### src/rtl/mmu_pkg.sv
package mmu_pkg;
  localparam int CNT_W = 5;
  localparam int PKT_FIELD_W = 7;
  localparam int MAX_COUNT = 7;

  typedef enum logic [2:0] {
    OP_NOP     = 3'd0,
    OP_ALLOC   = 3'd1,
    OP_CLEAR   = 3'd2,
    OP_ENQ     = 3'd3,
    OP_FREE    = 3'd4,
    OP_RELEASE = 3'd5,
    OP_RSV6    = 3'd6,
    OP_RSV7    = 3'd7
  } mmuOp_t;

  typedef struct packed {
    logic                   doAlloc;
    logic                   doClear;
    logic                   doEnq;
    logic                   doFree;
    logic                   doRel;
    logic [CNT_W-1:0]       count;
    logic [PKT_FIELD_W-1:0] pkt;
  } mmuStrobe_t;
endpackage

### src/rtl/mmu_fifo.sv
module mmu_fifo #(
  parameter int W = 3,
  parameter int DEPTH = 8
) (
  input  logic         clk,
  input  logic         rstN,
  input  logic         clear,
  input  logic         push,
  input  logic [W-1:0] pushData,
  input  logic         pop,
  output logic [W-1:0] head,
  output logic         empty,
  output logic         full
);
  localparam int AW = $clog2(DEPTH);

  logic [W-1:0] mem [DEPTH];
  logic [AW:0]  wrPtr, rdPtr;

  assign empty = (wrPtr == rdPtr);
  assign full  = (wrPtr[AW] != rdPtr[AW]) && (wrPtr[AW-1:0] == rdPtr[AW-1:0]);
  assign head  = empty ? '0 : mem[rdPtr[AW-1:0]];

  always_ff @(posedge clk) begin
    if (!rstN || clear) begin
      wrPtr <= '0;
      rdPtr <= '0;
    end else begin
      if (push && !full) begin
        mem[wrPtr[AW-1:0]] <= pushData;
        wrPtr <= wrPtr + 1'b1;
      end
      if (pop && !empty) rdPtr <= rdPtr + 1'b1;
    end
  end
endmodule

### src/rtl/mmu_ctrl.sv
module mmu_ctrl
  import mmu_pkg::*;
(
  input  logic                   clk,
  input  logic                   rstN,
  input  logic                   cmdWr,
  input  logic [7:0]             cmdData,
  input  logic [PKT_FIELD_W-1:0] selPkt,
  input  logic [1:0]             intAck,
  input  logic                   allocOk,
  input  logic                   txDoneAcc,
  output mmuStrobe_t             strobe,
  output logic [1:0]             intStatus
);
  logic             pend;
  logic [CNT_W-1:0] pendCnt;
  logic             accept;
  mmuOp_t           op;

  assign op     = mmuOp_t'(cmdData[7:5]);
  assign accept = cmdWr && !pend;

  always_comb begin
    strobe         = '0;
    strobe.doAlloc = pend;
    strobe.count   = pendCnt;
    strobe.pkt     = selPkt;
    if (accept) begin
      case (op)
        OP_CLEAR:   strobe.doClear = 1'b1;
        OP_ENQ:     strobe.doEnq   = 1'b1;
        OP_FREE:    strobe.doFree  = 1'b1;
        OP_RELEASE: strobe.doRel   = 1'b1;
        default:    ;
      endcase
    end
  end

  always_ff @(posedge clk) begin
    if (!rstN) begin
      pend      <= 1'b0;
      pendCnt   <= '0;
      intStatus <= '0;
    end else begin
      pend <= accept && (op == OP_ALLOC);
      if (accept && (op == OP_ALLOC)) pendCnt <= cmdData[CNT_W-1:0];
      if (strobe.doClear) begin
        intStatus <= '0;
      end else begin
        intStatus[0] <= (intStatus[0] && !intAck[0]) || (pend && allocOk);
        intStatus[1] <= (intStatus[1] && !intAck[1]) || txDoneAcc;
      end
    end
  end
endmodule

### src/rtl/mmu_dpath.sv
module mmu_dpath
  import mmu_pkg::*;
#(
  parameter int NUM_PAGES = 16,
  parameter int NUM_PKTS = 8
) (
  input  logic                   clk,
  input  logic                   rstN,
  input  mmuStrobe_t             strobe,
  input  logic                   txDone,
  input  logic                   txDonePop,
  input  logic                   rxInjWr,
  input  logic [PKT_FIELD_W-1:0] rxInjPkt,
  output logic                   allocOk,
  output logic                   txDoneAcc,
  output logic [7:0]             allocResult,
  output logic [15:0]            portStatus,
  output logic                   txReqValid,
  output logic [PKT_FIELD_W-1:0] txReqPkt
);
  localparam int PKT_W = $clog2(NUM_PKTS);
  localparam int PG_W  = $clog2(NUM_PAGES);
  localparam int LEN_W = 4;

  logic [NUM_PAGES-1:0] pageUsed;
  logic [NUM_PKTS-1:0]  pktUsed;
  logic [PG_W-1:0]      pktBase [NUM_PKTS];
  logic [LEN_W-1:0]     pktLen  [NUM_PKTS];

  logic [LEN_W-1:0] reqLen;
  logic             tooBig, runFound, pktFound;
  int               runBase, newPkt;

  logic [PKT_W-1:0] txqHead, doneHead, rxHead, relPkt;
  logic txqEmpty, txqFull, doneEmpty, doneFull, rxEmpty, rxFull;
  logic freeHit;

  function automatic logic [NUM_PAGES-1:0] spanMask(input int base, input int len);
    logic [NUM_PAGES-1:0] m;
    for (int i = 0; i < NUM_PAGES; i++) m[i] = (i >= base) && (i < base + len);
    return m;
  endfunction

  assign reqLen = LEN_W'(strobe.count[2:0]) + 1'b1;
  assign tooBig = |strobe.count[CNT_W-1:3];

  always_comb begin
    runFound = 1'b0;
    runBase  = 0;
    for (int b = NUM_PAGES - 1; b >= 0; b--) begin
      if ((b + int'(reqLen) <= NUM_PAGES) &&
          ((pageUsed & spanMask(b, int'(reqLen))) == '0)) begin
        runFound = 1'b1;
        runBase  = b;
      end
    end
    pktFound = 1'b0;
    newPkt   = 0;
    for (int p = NUM_PKTS - 1; p >= 0; p--) begin
      if (!pktUsed[p]) begin
        pktFound = 1'b1;
        newPkt   = p;
      end
    end
  end

  assign allocOk = !tooBig && runFound && pktFound;

  assign relPkt  = strobe.doRel ? rxHead : strobe.pkt[PKT_W-1:0];
  assign freeHit = ((strobe.doFree && (int'(strobe.pkt) < NUM_PKTS)) ||
                    (strobe.doRel && !rxEmpty)) && pktUsed[relPkt];

  always_ff @(posedge clk) begin
    if (!rstN || strobe.doClear) begin
      pageUsed    <= '0;
      pktUsed     <= '0;
      allocResult <= 8'h80;
    end else if (strobe.doAlloc) begin
      if (allocOk) begin
        pageUsed        <= pageUsed | spanMask(runBase, int'(reqLen));
        pktUsed[newPkt] <= 1'b1;
        pktBase[newPkt] <= PG_W'(runBase);
        pktLen[newPkt]  <= reqLen;
        allocResult     <= {1'b0, PKT_FIELD_W'(newPkt)};
      end else begin
        allocResult <= 8'h80;
      end
    end else if (freeHit) begin
      pageUsed        <= pageUsed & ~spanMask(int'(pktBase[relPkt]), int'(pktLen[relPkt]));
      pktUsed[relPkt] <= 1'b0;
    end
  end

  assign txDoneAcc = txDone && !txqEmpty && !doneFull;

  mmu_fifo #(.W(PKT_W), .DEPTH(NUM_PKTS)) u_txq (
    .clk(clk), .rstN(rstN), .clear(strobe.doClear),
    .push(strobe.doEnq && (int'(strobe.pkt) < NUM_PKTS)),
    .pushData(strobe.pkt[PKT_W-1:0]),
    .pop(txDoneAcc), .head(txqHead), .empty(txqEmpty), .full(txqFull)
  );

  mmu_fifo #(.W(PKT_W), .DEPTH(NUM_PKTS)) u_doneq (
    .clk(clk), .rstN(rstN), .clear(strobe.doClear),
    .push(txDoneAcc), .pushData(txqHead),
    .pop(txDonePop), .head(doneHead), .empty(doneEmpty), .full(doneFull)
  );

  mmu_fifo #(.W(PKT_W), .DEPTH(NUM_PKTS)) u_rxq (
    .clk(clk), .rstN(rstN), .clear(strobe.doClear),
    .push(rxInjWr && (int'(rxInjPkt) < NUM_PKTS)),
    .pushData(rxInjPkt[PKT_W-1:0]),
    .pop(strobe.doRel), .head(rxHead), .empty(rxEmpty), .full(rxFull)
  );

  assign txReqValid = !txqEmpty;
  assign txReqPkt   = PKT_FIELD_W'(txqHead);
  assign portStatus = {rxEmpty, PKT_FIELD_W'(rxHead), doneEmpty, PKT_FIELD_W'(doneHead)};

  logic unusedFull;
  assign unusedFull = txqFull ^ rxFull;
endmodule

### src/rtl/pkt_page_mmu.sv
module pkt_page_mmu
  import mmu_pkg::*;
#(
  parameter int NUM_PAGES = 16,
  parameter int NUM_PKTS = 8
) (
  input  logic        clk,
  input  logic        rstN,
  input  logic        cmdWr,
  input  logic [7:0]  cmdData,
  input  logic [6:0]  selPkt,
  input  logic [1:0]  intAck,
  input  logic        txDone,
  input  logic        txDonePop,
  input  logic        rxInjWr,
  input  logic [6:0]  rxInjPkt,
  output logic [7:0]  allocResult,
  output logic [1:0]  intStatus,
  output logic [15:0] portStatus,
  output logic        txReqValid,
  output logic [6:0]  txReqPkt
);
  mmuStrobe_t strobe;
  logic       allocOk;
  logic       txDoneAcc;

  mmu_ctrl u_ctrl (
    .clk(clk), .rstN(rstN), .cmdWr(cmdWr), .cmdData(cmdData),
    .selPkt(selPkt), .intAck(intAck), .allocOk(allocOk),
    .txDoneAcc(txDoneAcc), .strobe(strobe), .intStatus(intStatus)
  );

  mmu_dpath #(.NUM_PAGES(NUM_PAGES), .NUM_PKTS(NUM_PKTS)) u_dpath (
    .clk(clk), .rstN(rstN), .strobe(strobe), .txDone(txDone),
    .txDonePop(txDonePop), .rxInjWr(rxInjWr), .rxInjPkt(rxInjPkt),
    .allocOk(allocOk), .txDoneAcc(txDoneAcc), .allocResult(allocResult),
    .portStatus(portStatus), .txReqValid(txReqValid), .txReqPkt(txReqPkt)
  );
endmodule

### config.mk
export PLATFORM = sky130hd
export DESIGN_NAME = pkt_page_mmu
export DESIGN_NICKNAME = d
export VERILOG_FILES = /design/src/rtl/mmu_pkg.sv /design/src/rtl/mmu_fifo.sv /design/src/rtl/mmu_ctrl.sv /design/src/rtl/mmu_dpath.sv /design/src/rtl/pkt_page_mmu.sv
export SDC_FILE = /design/constraint.sdc
export NUM_CORES = 1
export LEC_CHECK = 0
export BUFFER_PORTS_ARGS = -buffer_cell sky130_fd_sc_hd__buf_2
export CAP_MARGIN = 40
export CORE_ASPECT_RATIO = 0.6
export CORE_MARGIN = 1.5
export CORE_UTILIZATION = 40
export DETAILED_ROUTE_END_ITERATION = 12
export GPL_TIMING_DRIVEN = 0
export PLACE_DENSITY_LB_ADDON = 0.15
export SLEW_MARGIN = 10
export SYNTH_ARGS = -nofsm -noshare
export SYNTH_HDL_FRONTEND = slang
export SYNTH_SLANG_ARGS = --single-unit
### constraint.sdc
create_clock -name clk -period 6.28 [get_ports clk]
set_input_delay 1.256 -clock clk [delete_from_list [all_inputs] [get_ports clk]]
set_output_delay 1.256 -clock clk [all_outputs]
set_load 0.02 [all_outputs]
==> results of run 1 <==
[sequential cells by signal (all words and copies together) (netlist names), 5 cells and up, named ones only]
register and cells:
u_dpath.pktBase 32, u_dpath.pktLen 32, u_dpath.u_doneq.mem 24, u_dpath.u_rxq.mem 24
u_dpath.u_txq.mem 24, u_dpath.pageUsed 16, u_dpath.pktUsed 8, u_ctrl.pendCnt 5
[synthesized netlist by cell type (7+ instances only)]
cell type	instances	area, sq um
nand2_1	99	371.6
a21o_1	13	97.59
o211ai_1	10	75.07
mux2i_1	24	240.2
nand3_1	46	230.2
a22oi_1	7	52.55
nor2b_1	14	87.58
nor4_1	8	50.05
a21oi_1	61	305.3
nand2b_1	24	150.1
a221oi_1	9	78.83
o22ai_1	9	56.30
ha_1	34	425.4
buf_2	21	105.1
buf_4	24	180.2
o21a_1	7	52.55
inv_1	41	153.9
nor2_1	98	367.9
dfxtp_1	69	1381
xor2_1	23	201.4
o31ai_1	8	60.06
a211oi_1	12	90.09
edfxtp_1	136	4084
nand4_1	11	68.82
a31oi_1	16	100.1
clkbuf_1	29	108.9
mux4_2	20	450.4
nor3_1	34	170.2
o21ai_0	43	215.2
xnor2_1	13	113.9
or3_1	9	56.30
o21ai_1	16	80.08
[repair_timing]
action | CTS | global route
endpoints found under the setup margin | 16 | 14
buffers inserted | 4 | 3
pin swaps | 2 | 1
gates cloned | 0 | 0
gates resized for setup | 9 | 20
[final timing paths]
| path | from | endpoint | slack (ns) | cells after the start |
|---|---|---|---|---|
| hold / removal | u_dpath.allocResult[0] | u_dpath.allocResult[0] | 0.49 | 2 |
| setup reg to reg | u_ctrl.pendCnt[0] | u_dpath.pageUsed[8] | 0.25 | 23 |
| setup / recovery | u_ctrl.pendCnt[0] | u_dpath.pageUsed[8] | 0.25 | 23 |
| hold reg to reg | u_dpath.allocResult[0] | u_dpath.allocResult[0] | 0.49 | 2 |
[metal layers]
layer  vias to the layer above  part of all wire (%)  GRT usage, %  routed length, um
li1                       4432                     -             -                  -
met1                      4600                    50         38.72              18100
met2                       524                    36         28.80              12990
met3                        40                    13         9.716               4721
met4                         0                   1.1         3.604                407
met5                         -                     0             0                  0
[cell type report]
class / instances / share of cell area (%)
Multi-Input combinational cell: 818 / 42.70
Sequential cell: 205 / 40.81
Clock buffer: 24 / 4.155
Tap cell: 375 / 3.502
Buffer: 84 / 3.492
Timing Repair Buffer: 66 / 2.867
Inverter: 45 / 1.335
Clock inverter: 12 / 1.139
[critical path: cells and delay by family (launching register included)]
family | cells | cell delay (ns)
compound gates | 7 | 1.76
xor+xnor | 1 | 0.15
fa+ha+maj | 4 | 1.27
buf+inv | 6 | 1.19
flops | 1 | 0.46
simple gates | 5 | 1.05
[cell usage in the layout (no fill, tap or decap), types with 9 or more instances in the layout]
| master | count |
|---|---|
| o211ai_1 | 10 |
| nor2b_1 | 14 |
| mux4_2 | 20 |
| a31oi_1 | 16 |
| a21oi_1 | 60 |
| xor2_1 | 22 |
| clkbuf_1 | 29 |
| mux2i_1 | 24 |
| a21o_1 | 13 |
| nand2_1 | 98 |
| nand3_1 | 46 |
| o22ai_1 | 9 |
| clkbuf_16 | 21 |
| nand2b_1 | 24 |
| buf_4 | 40 |
| o21ai_0 | 42 |
| nor2_1 | 98 |
| or3_1 | 9 |
| a211oi_1 | 12 |
| nand4_1 | 11 |
| buf_2 | 65 |
| ha_1 | 30 |
| conb_1 | 16 |
| inv_1 | 39 |
| edfxtp_1 | 136 |
| dfxtp_1 | 67 |
| a221oi_1 | 9 |
| o21ai_1 | 17 |
| nor3_1 | 30 |
| xnor2_1 | 13 |
[per-stage QoR]
step / util, % / area [sq um] / hold slack, ns / power, mW
3_5_place_dp: 43.61 / 12520 / 0.4712 / 1.708
6_report: 46.67 / 13400 / 0.4860 / 2.989
2_1_floorplan: - / 11710 / 0.4365 / 1.631
5_1_grt: 46.67 / 13400 / 0.4998 / 3.088
4_1_cts: 46.32 / 13300 / 0.4875 / 3.003
3_3_place_gp: 43.26 / 12420 / 0.4563 / 1.709
[power by group]
group	total [mW]	switching, mW	internal (mW)
combinational	0.258	0.175	0.0834
clock	1.30	0.536	0.763
sequential	1.43	0.00278	1.43
total	2.99	0.713	2.28
[kinds of logic (layout without fill, tap and decap cells)]
logic type	count (synthesis)	after routing	synth area share, %
AND/OR/NAND/NOR	397	397	17.16
AO/OA/AOI/OAI	283	283	16.95
flip-flops	205	205	46.88
buffers and inverters	129	231	5.356
multiplexers	47	47	6.354
XOR/XNOR	39	39	3.274
adder cells (fa/ha/maj)	36	36	3.993
other	1	16	0.03217
==> impl_metrics.csv, run 1 <==
group,metric,value,unit
timing,fin_setup_tns,0,ns
worst_setup_path,crit_fanout,17,
power_and_ir_drop,peakVddDrop,0.1575,mV
routing,wl,36.21,mm
routing,wl_per_cell,22.23,um
power_and_ir_drop,p_leak,4.849,nW
yosys,synthCells,1137,
routing,drt-initial-drc-count,1189,
cts,root_buffer,"clkbuf_16",
floorplan,core_region_area,0.02871,sq mm
finish,multiInputGateArea,0.005722,sq mm
timing,slew_headroom,41.21,%
worst_setup_path,worstSetupPathType,"flip-flop to flip-flop",
worst_setup_path,cp-end-kind,"flip-flop",
placed_design,dp_slack,-1.371,ns
finish,n_antenna_cell,0,
worst_setup_path,slowest_delay,0.48,ns
global_routing,antenna_found_initial,0,
routing,via_per_inst,5.891,
placed_design,io_buffers,47,
worst_setup_path,path_cells,"clkbuf_4 > inv_4 > ha_4 > buf_2 > clkbuf_4 > inv_1 > ha_1 > xnor2_1 > a221oi_1 > nor2_1 > a21o_1 > o21a_1 > o311ai_4 > nand2_4 > ha_1 > fa_1 > a21o_1 > a21oi_2 > inv_1 > or2_2 > or3_1 > nand4_1 > o31ai_1",
power_and_ir_drop,powerDensity,223.0,mW/mm^2
yosys,synth.yosys.seq_area_share,46.88,%
timing,setup_ws,0.2451,ns
finish,instances_no_fill,1629,
timing,fin_worst_skew,0.01078,ns
yosys,postSynthAreaPerCell,10.25,sq um
floorplan,die_area,0.03021,sq mm
global_routing,grt-ovfl-total,0,
timing,tightest_slew,0.8755,ns
job,max_cap_violations,0,
finish,fin_nets,1306,
cts,clock_sink_count,205,
timing,report.final.setup_viol,0,
placed_design,place.gp.congestion,0.9911,
timing,hold_viol_final,0,
floorplan,die_x,223.4,um
yosys,synth_cell_types,96,
floorplan,start_util,40.61,%
min_path,holdCritPathClass,"flip-flop to flip-flop",
cts,cts_buffers,20,
routing,antenna_left,0,
worst_setup_path,crit_slowest_cell,"a221oi_1",
yosys,synth-async-reset-ratio,0,%
finish,layout-drive-gt1-share,17.86,%
yosys,synth_edf_count,136,
worst_setup_path,startpoint_type,"flip-flop",
timing,grt_setup_unrepaired,"false",
yosys,ys_ff_latch,205,
floorplan,io_pins,64,
floorplan,die_y,135.2,um
placed_design,placed_cells,1584,
timing,fin_crit,6.035,ns
cts,cts_tree,"yes",
global_routing,grt_pass1_wl,54.48,mm
yosys,synth.cell_area,0.01166,sq mm
finish,syn2layout_area_growth,14.94,%
floorplan,rows,48,
cts,cts_hold_buffers,0,
cts,cts.path.max_buffers,3,
routing,vias,9596,
yosys,yosys_warnings,0,
global_routing,grt_usage,23.93,%
timing,maxSlewViolCount,0,
cts,htree_num_levels,1,
timing,min_period_over_period,96.10,%
run_status,status,"completed",
yosys,synth_flop_cell,"edfxtp_1",
cts,clk_latency,0.51,ns
worst_setup_path,required,6.65,ns
finish,num-fill-cells,2677,
timing,fmaxAchievable,165.7,MHz
global_routing,grt_max_degree,23,
routing,drc,0,
placed_design,hpwlAfterDp,26.50,mm
cts,path_clk_slew,0.07,ns
finish,regArea,0.005468,sq mm
global_routing,grt_pass1_vias,8609,
worst_setup_path,worst_ep_arrival_time,6.41,ns
routing,drtPass1Iterations,6,
Note: power is estimated with default switching activity, not from simulation.
==> run 2: changes to the inputs <==
--- a/config.mk
+++ b/config.mk
@@ -12,7 +12,7 @@
 export CORE_UTILIZATION = 40
 export DETAILED_ROUTE_END_ITERATION = 12
 export GPL_TIMING_DRIVEN = 0
-export PLACE_DENSITY_LB_ADDON = 0.15
+export PLACE_DENSITY = 0.63
 export SLEW_MARGIN = 10
 export SYNTH_ARGS = -nofsm -noshare
 export SYNTH_HDL_FRONTEND = slang
==> run 2 against run 1 <==
Final cell count is 0.25% lower. Hold slack worse by 0.015 ns. Critical path depth is the same. Non-clock buffer count fell by 7. Clock-buffer cell count up 1. Sequential share of layout area up 0.36 points. Power shrank 3.4%. Combinational power fell by 2%. Critical endpoint is now u_dpath.pageUsed[0]. Highest routed layer is now met5.
==> impl_metrics.csv, run 2 (synthesized netlist as in run 1, its figures left out) <==
group,metric,value,unit
worst_setup_path,cp_num_cells,23,
finish,layout-drive-gt1-share,17.04,%
finish,mostFrequentLayoutCell,"edfxtp_1",
global_routing,antenna_found_initial,1,
worst_setup_path,required,6.66,ns
power_and_ir_drop,p_leak,4.791,nW
timing,fin_worst_skew,0.008875,ns
cts,clk_latency,0.51,ns
power_and_ir_drop,p_sw_share,24.59,%
timing,tightest_slew,0.8979,ns
placed_design,dpl_cell_area,0.01247,sq mm
placed_design,dp_slack,-1.304,ns
cts,root_buffer,"clkbuf_16",
routing,vias,9634,
finish,final_cell_mix,"edfxtp_1, nand2_1, nor2_1",
timing,fin_crit,6.082,ns
cts,cts_tree,"yes",
global_routing,grt_usage,23.29,%
placed_design,io_buffers,47,
timing,fin_setup_tns,0,ns
power_and_ir_drop,powerDensity,217.4,mW/mm^2
worst_setup_path,critPathTopFamily,"compound AO/OA/AOI/OAI gates",
finish,syn2layout_area_growth,13.94,%
worst_setup_path,cp-startpoint,"u_ctrl.pendCnt[0]",
floorplan,start_util,40.61,%
power_and_ir_drop,power_switching,0.7099,mW
worst_setup_path,crit_slowest_cell,"dfxtp_2",
routing,via_per_inst,5.929,
worst_setup_path,crit_fanout,17,
routing,wl_per_cell,21.69,um
timing,hold_viol_final,0,
worst_setup_path,r2r_setup_slack,0.20,ns
routing,drc,0,
floorplan,die_y,135.2,um
timing,grt_setup_unrepaired,"false",
finish,num-fill-cells,2676,
finish,n_antenna_cell,0,
finish,fin_nets,1301,
global_routing,grt-ovfl-total,0,
worst_setup_path,slowest_delay,0.47,ns
global_routing,grt_max_degree,23,
cts,htree_num_levels,1,
finish,final_area,0.01328,sq mm
cts,path_clk_slew,0.06,ns
min_path,holdCritPathClass,"flip-flop to flip-flop",
worst_setup_path,worst_ep_arrival_time,6.46,ns
worst_setup_path,startpoint_type,"flip-flop",
worst_setup_path,path_buf_inv,7,
cts,clock_sink_count,205,
cts,cts_hold_buffers,0,
timing,maxSlewViolCount,0,
worst_setup_path,cp-end-kind,"flip-flop",
floorplan,core_region_area,0.02871,sq mm
floorplan,rows,48,
cts,cts_buffers,21,
worst_setup_path,cpMostUsedCell,"ha_1",
timing,setup_ws,0.1983,ns
job,max_cap_violations,0,
placed_design,hpwlAfterDp,25.55,mm
routing,drtPass1Iterations,7,
finish,top_regs,"u_dpath.pktBase (32), u_dpath.pktLen (32)",
power_and_ir_drop,clkPwrFrac,41.6,%
finish,fin_util,46.27,%
worst_setup_path,rr_startpoint,"u_ctrl.pendCnt[0]",
routing,antenna_left,0,
floorplan,io_pins,64,
power_and_ir_drop,cellInternalPower,2.177,mW
cts,cts.path.max_buffers,3,
routing,wl,35.24,mm
power_and_ir_drop,seqPwrFrac,49.6,%
routing,drt-initial-drc-count,1376,
worst_setup_path,worstSetupPathType,"flip-flop to flip-flop",
worst_setup_path,reg2regPathDepth,23,
power_and_ir_drop,power.share.combinational,8.8,%
global_routing,grt_pass1_vias,8783,
timing,report.final.setup_viol,0,
power_and_ir_drop,peakVddDrop,0.1789,mV
run_status,status,"completed",
floorplan,die_x,223.4,um
floorplan,die_area,0.03021,sq mm
timing,fmaxAchievable,164.4,MHz
worst_setup_path,path_cells,"clkbuf_4 > inv_4 > ha_4 > buf_4 > ha_1 > buf_2 > inv_1 > ha_1 > a211o_1 > a221o_1 > a2111oi_1 > buf_1 > a211o_1 > or2_2 > a21o_1 > inv_1 > ha_1 > a21oi_1 > xor2_2 > nand2_1 > or2_2 > nor3_1 > o31ai_1",
timing,hold_ws,0.4708,ns
worst_setup_path,r2r_end,"u_dpath.pageUsed[0]",
global_routing,grt_pass1_wl,53.43,mm
timing,slew_headroom,39.51,%
timing,min_period_over_period,96.84,%
placed_design,place.gp.congestion,1.044,
worst_setup_path,setup.worst_path.end,"u_dpath.pageUsed[0]",
[run 2: worst min path at each step]
| stage | startpoint | end | slack [ns] | cells past startpoint |
|---|---|---|---|---|
| floorplan | u_ctrl.pendCnt[4] | u_ctrl.pendCnt[4] | 0.44 | 2 |
| global placement | u_ctrl.pendCnt[4] | u_ctrl.pendCnt[4] | 0.45 | 2 |
| detailed placement | u_dpath.allocResult[0] | u_dpath.allocResult[0] | 0.46 | 2 |
| CTS | u_dpath.allocResult[0] | u_dpath.allocResult[0] | 0.47 | 2 |
| global route | u_dpath.allocResult[0] | u_dpath.allocResult[0] | 0.49 | 2 |
| finish | u_dpath.allocResult[0] | u_dpath.allocResult[0] | 0.47 | 2 |
[run 2: per-stage QoR]
stage | power [mW] | instances
2_1_floorplan | 1.631 | 1152
3_3_place_gp | 1.701 | 1574
3_5_place_dp | 1.703 | 1579
4_1_cts | 2.900 | 1623
5_1_grt | 2.986 | 1625
6_report | 2.887 | 1625
[run 2: area by class of cell]
class                      count  area (sq um)  area share (%)
buffer                        83         457.9           3.448
clock buffer                  25         540.5           4.069
inverter                      45         175.2           1.319
tap                          375         469.2           3.532
sequential                   205          5468           41.16
multi-input combinational    819          5731           43.14
clock inverter                13         112.6          0.8478
timing repair buffer          60         329.1           2.477
[run 2: worst register-to-register path: stages, from the launching register on]
cell       delay (ns)
dfxtp_2          0.47
clkbuf_4         0.29
inv_4            0.14
ha_4             0.35
buf_4            0.14
ha_1             0.13
buf_2            0.25
inv_1            0.08
ha_1             0.38
a211o_1          0.27
a221o_1          0.29
a2111oi_1        0.43
buf_1            0.20
a211o_1          0.13
or2_2            0.15
a21o_1           0.24
inv_1            0.24
ha_1             0.38
a21oi_1          0.23
xor2_2           0.26
nand2_1          0.22
or2_2            0.36
nor3_1           0.22
o31ai_1          0.11
[run 2: timing repair]
item	4_1_cts	5_1_grt
pin swaps	3	1
cloned	1	0
buffers inserted	5	2
hold endpoints to repair	0	0
setup endpoints to repair	16	13
resized for setup	8	14
[run 2: routing by layer]
layer	global-route usage (%)	up-vias	routed length [um]
met5	0	-	13
met4	4.767	2	603
met3	9.282	65	4593
met2	28.99	526	13090
met1	36.58	4620	16940
li1	-	4421	-
[run 2: power groups by stage]
stage	Combinational (mW)	Clock (mW)	Sequential (mW)
floorplan	0.170	0	1.46
global placement	0.239	0	1.46
detailed placement	0.241	0	1.46
CTS	0.245	1.22	1.43
global route	0.276	1.28	1.43
finish	0.254	1.20	1.43
==> run 3: changes to the inputs <==
--- a/config.mk
+++ b/config.mk
@@ -13,6 +13,7 @@
 export DETAILED_ROUTE_END_ITERATION = 12
 export GPL_TIMING_DRIVEN = 0
 export PLACE_DENSITY = 0.63
+export REMOVE_ABC_BUFFERS = 1
 export SLEW_MARGIN = 10
 export SYNTH_ARGS = -nofsm -noshare
 export SYNTH_HDL_FRONTEND = slang
==> run 3 against run 2 <==
Non-clock buffer count decreased by 72. Core utilization decreased by 0.65 points. Register-to-register slack improved by 0.08 ns. Cell area decreased by 1.4%. Critical endpoint unchanged. Setup slack improved by 0.076 ns. Critical path depth decreased by 1. Maximum frequency increased by 1.3%. Highest routed layer unchanged. Power increased by 3.3%. Final cell count decreased by 4.3%. Global-route usage decreased by 2.5 points. Combinational power decreased by 8.3%. Routed wire length decreased by 10%.
==> impl_metrics.csv, run 3 (synthesized netlist as in run 1, its figures left out) <==
group,metric,value,unit
finish,instances_no_fill,1555,
worst_setup_path,required,6.66,ns
routing,drtPass1Iterations,6,
timing,min_period_over_period,95.63,%
power_and_ir_drop,powerDensity,227.8,mW/mm^2
finish,layout-drive-gt1-share,15.17,%
floorplan,io_pins,64,
worst_setup_path,cp-startpoint,"u_ctrl.pendCnt[0]",
worst_setup_path,worstSetupPathType,"flip-flop to flip-flop",
placed_design,placed_cells,1508,
routing,via_per_inst,5.941,
worst_setup_path,r2r_setup_slack,0.27,ns
min_path,holdCritPathClass,"flip-flop to flip-flop",
worst_setup_path,setup.worst_path.end,"u_dpath.pageUsed[0]",
run_status,status,"completed",
global_routing,grt_max_degree,31,
cts,htree_num_levels,1,
timing,setup_ws,0.2746,ns
worst_setup_path,crit_fanout,22,
finish,mostFrequentLayoutCell,"edfxtp_1",
floorplan,rows,48,
floorplan,start_util,40.61,%
finish,n_antenna_cell,0,
finish,fin_util,45.62,%
placed_design,hpwlAfterDp,22.73,mm
cts,clk_latency,0.52,ns
routing,drt-initial-drc-count,1167,
floorplan,core_region_area,0.02871,sq mm
finish,top_regs,"u_dpath.pktBase (32), u_dpath.pktLen (32)",
timing,hold_viol_final,0,
timing,slew_headroom,36.82,%
finish,final_cell_mix,"edfxtp_1, nand2_1, nor2_1",
global_routing,grt-ovfl-total,0,
placed_design,place.gp.congestion,1.005,
routing,drc,0,
timing,fin_worst_skew,0.01738,ns
global_routing,grt_pass1_wl,49.04,mm
worst_setup_path,cp-end-kind,"flip-flop",
job,max_cap_violations,0,
worst_setup_path,startpoint_type,"flip-flop",
cts,clock_sink_count,205,
global_routing,grt_usage,20.82,%
cts,path_clk_slew,0.06,ns
routing,wl_per_cell,20.39,um
cts,root_buffer,"clkbuf_16",
placed_design,io_buffers,47,
floorplan,die_area,0.03021,sq mm
min_path,whs_path_depth,2,
global_routing,grt_pass1_vias,8421,
floorplan,die_x,223.4,um
finish,syn2layout_area_growth,12.35,%
worst_setup_path,reg2regPathDepth,22,
finish,final_area,0.01310,sq mm
placed_design,dpl_cell_area,0.01223,sq mm
routing,antenna_left,0,
cts,cts_tree,"yes",
power_and_ir_drop,power.total,2.984,mW
routing,vias,9238,
timing,maxSlewViolCount,0,
timing,hold_ws,0.4875,ns
routing,wl,31.70,mm
finish,fin_nets,1230,
worst_setup_path,rr_startpoint,"u_ctrl.pendCnt[0]",
timing,tightest_slew,0.9397,ns
timing,fin_crit,6.005,ns
placed_design,dp_slack,-1.052,ns
timing,fmaxAchievable,166.5,MHz
cts,cts.path.max_buffers,3,
finish,num-fill-cells,2638,
floorplan,die_y,135.2,um
cts,cts_buffers,22,
worst_setup_path,r2r_end,"u_dpath.pageUsed[0]",
timing,fin_setup_tns,0,ns
global_routing,antenna_found_initial,0,
timing,report.final.setup_viol,0,
power_and_ir_drop,peakVddDrop,0.1390,mV
power_and_ir_drop,p_leak,4.636,nW
worst_setup_path,worst_ep_arrival_time,6.38,ns
cts,cts_hold_buffers,0,
==> run 3: cell count changes in the layout (fill, tap and decap cells not counted), moves of 3 or more <==
cell        previous run  this run
clkbuf_1              33         4
buf_1                  5         1
ha_1                  32        28
buf_4                 36        14
ha_2                   0         5
buf_2                 67        47
buf_8                  0         6
clkinvlp_4             6         3
==> run 3: repair_timing <==
item | 4_1_cts | 5_1_grt
setup endpoints to repair | 16 | 16
gates resized for setup | 8 | 12
gates cloned | 1 | 0
pin swaps | 1 | 2
buffers inserted | 3 | 3
==> run 3: report_power, final <==
part	switching, mW	leakage (nW)	internal, mW
clock	0.546	0.348	0.772
combinational	0.156	2.53	0.0765
sequential	0.00444	1.76	1.43
==> run 3: worst min-delay path by stage <==
stage | startpoint | to | slack, ns
global route | u_ctrl.pendCnt[4] | u_ctrl.pendCnt[4] | 0.52
detailed placement | u_ctrl.intStatus[0] | u_ctrl.intStatus[0] | 0.48
floorplan | u_ctrl.pendCnt[4] | u_ctrl.pendCnt[4] | 0.44
global placement | u_ctrl.intStatus[0] | u_ctrl.intStatus[0] | 0.46
CTS | u_ctrl.intStatus[0] | u_ctrl.intStatus[0] | 0.49
finish | u_ctrl.intStatus[0] | u_ctrl.intStatus[0] | 0.49
==> run 3: worst max-delay path, stage by stage (launching register included) <==
cell and delay (ns):
dfxtp_4 0.48, inv_2 0.25, ha_4 0.46, buf_16 0.19, ha_2 0.33, inv_1 0.07
ha_1 0.37, a211o_1 0.27, a221o_1 0.31, a2111oi_1 0.39, buf_1 0.21, o21a_1 0.13
a21oi_1 0.06, buf_4 0.20, inv_1 0.30, ha_1 0.31, a21o_1 0.15, a21oi_1 0.22
xor2_2 0.27, nand2_1 0.19, or2_2 0.34, nor3_1 0.25, o31ai_1 0.10
==> run 3: layout make-up <==
type	instances	area (sq um)	area share, %
repair buffers	71	500.5	3.821
flip-flops and latches	205	5472	41.77
multi-input cells	819	5756	43.94
clock buffers	28	604.3	4.614
clock inverters	12	127.6	0.9744
well taps	375	469.2	3.582
inverters	45	168.9	1.290
==> run 3: routing by layer <==
layer	wire (um)	vias up	global-route usage, %
li1	-	4294	-
met1	15230	4473	32.07
met2	12370	428	27.24
met3	3531	41	7.894
met4	486	2	3.378
met5	79	-	1.935
